$ cat src/rtl/bp_pkg.sv
package bp_pkg;

    typedef enum logic [3:0] {
        S_READ,
        S_UNL1,
        S_UNL2,
        S_COUNT,
        S_LOAD0,
        S_LOADN,
        S_CONF,
        S_BUSY,
        S_ERR
    } seq_state_t;

    localparam logic [7:0]  KEY_A      = 8'hAA;
    localparam logic [7:0]  KEY_B      = 8'h55;
    localparam logic [10:0] KEY_A_ADDR = 11'h555;
    localparam logic [10:0] KEY_B_ADDR = 11'h2AA;
    localparam logic [7:0]  OP_SETUP   = 8'h25;
    localparam logic [7:0]  OP_CONFIRM = 8'h29;
    localparam logic [7:0]  OP_RESET   = 8'hF0;

    localparam int STB_BUSY = 0;
    localparam int STB_ERR  = 1;
    localparam int STB_TOG  = 2;

endpackage

$ cat src/rtl/bp_cmd_fsm.sv
module bp_cmd_fsm
    import bp_pkg::*;
#(
    parameter int AW      = 23,
    parameter int DW      = 16,
    parameter int WORDS   = 32,
    parameter int BLK_LSB = 16
) (
    input  logic                      clk,
    input  logic                      rst_n,
    input  logic                      wr_en,
    input  logic [AW-1:0]             addr,
    input  logic [DW-1:0]             wdata,
    input  logic                      pg_done,
    input  logic                      pg_fail,
    output seq_state_t                state_o,
    output logic                      start_o,
    output logic [AW-$clog2(WORDS)-1:0] win_o,
    output logic                      buf_clr,
    output logic                      buf_we,
    output logic [$clog2(WORDS)-1:0]  buf_idx,
    output logic [DW-1:0]             buf_data
);
    localparam int IW    = $clog2(WORDS);
    localparam int WIN_W = AW - IW;
    localparam int BLK_W = AW - BLK_LSB;

    typedef struct packed {
        seq_state_t       state;
        logic [BLK_W-1:0] blk;
        logic [WIN_W-1:0] win;
        logic [IW-1:0]    left;
        logic             start;
    } fsm_t;

    fsm_t r_q, r_d;
    logic blk_hit;

    always_comb begin
        r_d      = r_q;
        r_d.start = 1'b0;
        buf_clr  = 1'b0;
        buf_we   = 1'b0;
        buf_idx  = addr[IW-1:0];
        buf_data = wdata;
        blk_hit  = (addr[AW-1:BLK_LSB] == r_q.blk);
        case (r_q.state)
            S_READ: begin
                if (wr_en && wdata[7:0] == KEY_A && addr[10:0] == KEY_A_ADDR)
                    r_d.state = S_UNL1;
            end
            S_UNL1: begin
                if (wr_en)
                    r_d.state = (wdata[7:0] == KEY_B && addr[10:0] == KEY_B_ADDR)
                                ? S_UNL2 : S_READ;
            end
            S_UNL2: begin
                if (wr_en) begin
                    if (wdata[7:0] == OP_SETUP) begin
                        r_d.state = S_COUNT;
                        r_d.blk   = addr[AW-1:BLK_LSB];
                        buf_clr   = 1'b1;
                    end else begin
                        r_d.state = S_READ;
                    end
                end
            end
            S_COUNT: begin
                if (wr_en) begin
                    if (!blk_hit || wdata >= DW'(WORDS)) begin
                        r_d.state = S_ERR;
                    end else begin
                        r_d.left  = wdata[IW-1:0];
                        r_d.state = S_LOAD0;
                    end
                end
            end
            S_LOAD0: begin
                if (wr_en) begin
                    if (!blk_hit) begin
                        r_d.state = S_ERR;
                    end else begin
                        buf_we    = 1'b1;
                        r_d.win   = addr[AW-1:IW];
                        r_d.state = (r_q.left == '0) ? S_CONF : S_LOADN;
                    end
                end
            end
            S_LOADN: begin
                if (wr_en) begin
                    if (addr[AW-1:IW] != r_q.win) begin
                        r_d.state = S_ERR;
                    end else begin
                        buf_we   = 1'b1;
                        r_d.left = r_q.left - IW'(1);
                        if (r_q.left == IW'(1))
                            r_d.state = S_CONF;
                    end
                end
            end
            S_CONF: begin
                if (wr_en) begin
                    if (wdata[7:0] == OP_CONFIRM && blk_hit) begin
                        r_d.state = S_BUSY;
                        r_d.start = 1'b1;
                    end else begin
                        r_d.state = S_ERR;
                    end
                end
            end
            S_BUSY: begin
                if (pg_done)
                    r_d.state = pg_fail ? S_ERR : S_READ;
            end
            S_ERR: begin
                if (wr_en && wdata[7:0] == OP_RESET)
                    r_d.state = S_READ;
            end
            default: r_d.state = S_READ;
        endcase
    end

    always_ff @(posedge clk or negedge rst_n) begin
        if (!rst_n) begin
            r_q       <= '0;
            r_q.state <= S_READ;
        end else begin
            r_q <= r_d;
        end
    end

    assign state_o = r_q.state;
    assign start_o = r_q.start;
    assign win_o   = r_q.win;

endmodule

$ cat src/rtl/bp_wbuf.sv
module bp_wbuf #(
    parameter int DW    = 16,
    parameter int WORDS = 32
) (
    input  logic                     clk,
    input  logic                     rst_n,
    input  logic                     clr,
    input  logic                     we,
    input  logic [$clog2(WORDS)-1:0] idx,
    input  logic [DW-1:0]            wdata,
    output logic [WORDS*DW-1:0]      data_flat,
    output logic [WORDS-1:0]         valid
);
    typedef struct packed {
        logic [WORDS-1:0][DW-1:0] mem;
        logic [WORDS-1:0]         vld;
    } wbuf_t;

    wbuf_t r_q, r_d;

    always_comb begin
        r_d = r_q;
        if (clr)
            r_d.vld = '0;
        if (we) begin
            r_d.mem[idx] = wdata;
            r_d.vld[idx] = 1'b1;
        end
    end

    always_ff @(posedge clk or negedge rst_n) begin
        if (!rst_n) r_q <= '0;
        else        r_q <= r_d;
    end

    for (genvar k = 0; k < WORDS; k++) begin : g_slot
        assign data_flat[k*DW +: DW] = r_q.mem[k];
    end

    assign valid = r_q.vld;

endmodule

$ cat src/rtl/bp_status.sv
module bp_status
    import bp_pkg::*;
#(
    parameter int DW = 16
) (
    input  logic          clk,
    input  logic          rst_n,
    input  logic          rd_en,
    input  logic          busy,
    input  logic          err,
    input  logic [DW-1:0] arr_rdata,
    output logic [DW-1:0] rdata,
    output logic          tog_o
);
    typedef struct packed {
        logic [DW-1:0] rdata;
        logic          tog;
    } stat_t;

    stat_t r_q, r_d;

    always_comb begin
        r_d = r_q;
        if (rd_en) begin
            if (busy) begin
                r_d.rdata           = '0;
                r_d.rdata[STB_BUSY] = 1'b1;
                r_d.rdata[STB_TOG]  = r_q.tog;
                r_d.tog             = ~r_q.tog;
            end else if (err) begin
                r_d.rdata          = '0;
                r_d.rdata[STB_ERR] = 1'b1;
            end else begin
                r_d.rdata = arr_rdata;
            end
        end
    end

    always_ff @(posedge clk or negedge rst_n) begin
        if (!rst_n) r_q <= '0;
        else        r_q <= r_d;
    end

    assign rdata = r_q.rdata;
    assign tog_o = r_q.tog;

endmodule

$ cat src/rtl/fbuf_prog_seq.sv
module fbuf_prog_seq
    import bp_pkg::*;
#(
    parameter int AW      = 23,
    parameter int DW      = 16,
    parameter int WORDS   = 32,
    parameter int BLK_LSB = 16
) (
    input  logic                          clk,
    input  logic                          rst_n,
    input  logic                          host_wr,
    input  logic                          host_rd,
    input  logic [AW-1:0]                 host_addr,
    input  logic [DW-1:0]                 host_wdata,
    output logic [DW-1:0]                 host_rdata,
    input  logic [DW-1:0]                 arr_rdata,
    output logic                          pg_start,
    output logic [AW-$clog2(WORDS)-1:0]   pg_win,
    output logic [WORDS-1:0]              pg_valid,
    output logic [WORDS*DW-1:0]           pg_data,
    input  logic                          pg_done,
    input  logic                          pg_fail
);
    localparam int IW = $clog2(WORDS);

    seq_state_t     st;
    logic           tog;
    logic           buf_clr;
    logic           buf_we;
    logic [IW-1:0]  buf_idx;
    logic [DW-1:0]  buf_data;

    bp_cmd_fsm #(.AW(AW), .DW(DW), .WORDS(WORDS), .BLK_LSB(BLK_LSB)) u_fsm (
        .clk      (clk),
        .rst_n    (rst_n),
        .wr_en    (host_wr),
        .addr     (host_addr),
        .wdata    (host_wdata),
        .pg_done  (pg_done),
        .pg_fail  (pg_fail),
        .state_o  (st),
        .start_o  (pg_start),
        .win_o    (pg_win),
        .buf_clr  (buf_clr),
        .buf_we   (buf_we),
        .buf_idx  (buf_idx),
        .buf_data (buf_data)
    );

    bp_wbuf #(.DW(DW), .WORDS(WORDS)) u_buf (
        .clk       (clk),
        .rst_n     (rst_n),
        .clr       (buf_clr),
        .we        (buf_we),
        .idx       (buf_idx),
        .wdata     (buf_data),
        .data_flat (pg_data),
        .valid     (pg_valid)
    );

    bp_status #(.DW(DW)) u_stat (
        .clk       (clk),
        .rst_n     (rst_n),
        .rd_en     (host_rd),
        .busy      (st == S_BUSY),
        .err       (st == S_ERR),
        .arr_rdata (arr_rdata),
        .rdata     (host_rdata),
        .tog_o     (tog)
    );

endmodule

$ cat config.mk
export PLATFORM = sky130hd
export DESIGN_NAME = fbuf_prog_seq
export DESIGN_NICKNAME = d
export VERILOG_FILES = /design/src/rtl/bp_pkg.sv /design/src/rtl/bp_cmd_fsm.sv /design/src/rtl/bp_wbuf.sv /design/src/rtl/bp_status.sv /design/src/rtl/fbuf_prog_seq.sv
export SDC_FILE = /design/constraint.sdc
export NUM_CORES = 1
export LEC_CHECK = 0
export CAP_MARGIN = 10
export CORE_ASPECT_RATIO = 0.8
export CORE_MARGIN = 5
export CORE_UTILIZATION = 38
export DETAILED_ROUTE_END_ITERATION = 8
export DONT_BUFFER_PORTS = 1
export HOLD_SLACK_MARGIN = 0.02
export PLACE_DENSITY = 0.63
export SYNTH_ARGS = -nofsm -noshare
export SYNTH_HDL_FRONTEND = slang
export SYNTH_SLANG_ARGS = --single-unit
$ cat constraint.sdc
create_clock -name clk -period 5.2 [get_ports clk]
set_clock_uncertainty 0.2 [all_clocks]
set_input_delay 1.56 -clock clk [delete_from_list [all_inputs] [get_ports clk]]
set_output_delay 1.56 -clock clk [all_outputs]
set_load 0.02 [all_outputs]
==> impl_metrics.yaml <==
grt:
  top_usage_layer: "met2"
  grt_max_degree: 597
  antenna_found_initial: 4
  gr-usage-met2_pct: 32.3
  grt_remaining_overflow: 0
  grtUsageMet3_pct: 8.62
  grt_util_met1_pct: 25.4
  track_usage_pct: 20.1
  grt_pass1_wl_mm: 106
  grt_pass1_vias: 13800
clock_network:
  htreeDepth: 2
  holdBufCountCts: 0
  clkLatencyLatePin_ps: 590
  clock_path_buffers: 3
  ctsResizeCount: 0
  path_clk_slew_ps: 60
  cts_setup_buffers: 0
  cts-root-buf: "clkbuf_16"
  cts_tree: "built"
  numCtsBuffers: 60
  cts_num_sinks: 596
synth:
  syn-cell-area_mm2: 0.0251
  yosys_warnings: 0
  ys.flop_type: "dfrtp_1"
  synthTopCellsByCount: "596 x dfrtp_1, 287 x mux2_2, 252 x mux2_4"
  ys_ff_latch: 596
  syn_nets: 1609
  synth-async-reset-ratio_pct: 100
  synth_area_leaders: "dfrtp_1 59%, mux2_4 15%, mux2_2 13%"
  synth_edf_count: 0
  yosys.area.top_type: "dfrtp_1"
  synth_cells: 1545
  synth_top_area_share_pct: 59.5
  synth.distinct_cells: 55
  yosysMostFrequentCell: "dfrtp_1"
  ys_seq_area_share_pct: 59.5
  avgSynthCellArea_um2: 16.2
flow_run:
  max-cap-violations: 0
power_and_ir_drop:
  irDropWorstVdd_uv: 228
  p_leak_nw: 13.6
  power.density_mw_per_mm2: 347
route:
  drt-initial-drc-count: 802
  post_drt_wl_per_cell_um: 30.9
  vias: 13100
  viasPerCell: 5.41
  ant_nets: 0
  drt_wl_total_mm: 74.9
  dr.pass1.iters: 5
  drc_errors: 0
critical_path:
  crit_required_ps: 5470
  end_kind: "flop"
  worst_setup_path_start_kind: "input pin"
  worstPathMaxFanout: 18
  crit_type: "input pin to flop"
  arrival_ps: 4180
timing:
  holdWs_ps: 271
  fin_crit_ps: 3910
  setup_viol: 0
  finalCritPeriodShare_pct: 75.3
  slew_violations: 0
  worst_slack_ps: 1290
  fmax_ghz: 0.256
  slew_headroom_pct: 29.0
  fin_setup_tns_ps: 0
  tightest_slew_ps: 1070
  finalHoldViolCount: 0
  grt_setup_unrepaired: "no"
layout:
  drive_gt1_share_pct: 46.2
  nets: 1580
  register_area_mm2: 0.0149
  final_util_pct: 42.4
  fillCellCount: 5774
  fin_cells: 2422
  multi_input_area_mm2: 0.00914
  areaGrowthSynthToFinish_pct: 10.7
place:
  hpwl_mm: 49.1
  place_ws_ps: 635
  gp_congestion: 0.788
  dpl.cell_count: 2314
  port_buffers: 0
floorplanning:
  core_area_mm2: 0.0656
  start_util_pct: 38.3
  ioPinCount: 640
  die_w_um: 297
  rows: 84
  dieArea_mm2: 0.0713
  dieHeight_um: 240
run_status:
  status: "completed"
hold_path:
  worstHoldPathType: "flop to flop"
cell usage in the layout, fill, tap and decap left out, drive strengths merged, types with 4 or more instances in the layout:
cell type	n
bufinv	16
nand3b	7
dfrtp	596
nand3	11
nand2	31
a31oi	6
mux2	539
nor4	4
nand2b	5
clkinv	9
inv	23
a21oi	9
clkbuf	74
a21o	32
and2	4
a211oi	32
nor2	16
o21ai	20
nand4	11
xnor2	24
buf	42
nor3	9
area by class of cell:
type	count	area share, %
Sequential cell	596	53.7
Multi-Input combinational cell	798	32.9
Clock buffer	74	5.77
Tap cell	860	3.87
Clock inverter	33	2.21
Timing Repair Buffer	42	1.32
Inverter	18	0.243
Antenna cell	1	0.00901
layer usage:
metal,wire [µm],vias up
met5,0,-
met1,30400,7045
met4,1540,0
met3,7740,101
met2,35200,616
li1,-,5349
power breakdown:
group          internal [mW]  switching (mW)
clock                   2.99            1.85
sequential              4.65          0.0381
combinational         0.0495          0.0637
logic make-up (layout without fill, tap and decap cells):
kind of cell / count (synthesis) / after routing / share of synthesized area [%]
flip-flops: 596 / 596 / 59.5
multiplexers: 539 / 539 / 28.0
buffers and inverters: 151 / 167 / 4.14
AND/OR/NAND/NOR: 116 / 116 / 2.63
AO/OA/AOI/OAI: 114 / 114 / 4.75
XOR/XNOR: 26 / 26 / 0.908
adder cells (fa/ha/maj): 3 / 3 / 0.150
other: 0 / 1 / 0
sequential cells by signal, indices dropped and copies added (netlist names):
| name | count |
|---|---|
| u_buf.data_flat | 512 |
| u_buf.valid | 32 |
| u_fsm.r_q | 12 |
| u_fsm.start_o | 1 |
| u_fsm.state_o | 4 |
| u_fsm.win_o | 18 |
| u_stat.rdata | 16 |
| u_stat.tog_o | 1 |
path summary, 6_finish.rpt:
path	start	endpoint	slack (ps)	cells past startpoint
setup / recovery	host_addr[17]	u_buf.data_flat[209]	1290	8
hold / removal	u_stat.tog_o	u_stat.tog_o	270	1
setup reg to reg	u_fsm.state_o[0]	u_buf.data_flat[209]	1380	7
hold reg to reg	u_stat.tog_o	u_stat.tog_o	270	1
max in group asynchronous	rst_n	u_fsm.win_o[13]	3460	0
min in group asynchronous	rst_n	u_buf.data_flat[381]	460	0
per-stage QoR:
step                      area, µm²  total power, mW
after floorplan               25100             4.91
after global placement        25600             4.88
after detailed placement      25600             4.89
after CTS                     27800             9.76
after global routing          27800             9.98
final                         27800             9.65
worst max-delay path, cell delays in order:
cell	delay [ps]
xnor2_1	160
nand4_1	240
nor3_2	360
nand2_4	360
buf_4	390
a211oi_4	330
buf_4	390
mux2_2	380
Power figures use the tool's default switching activity.
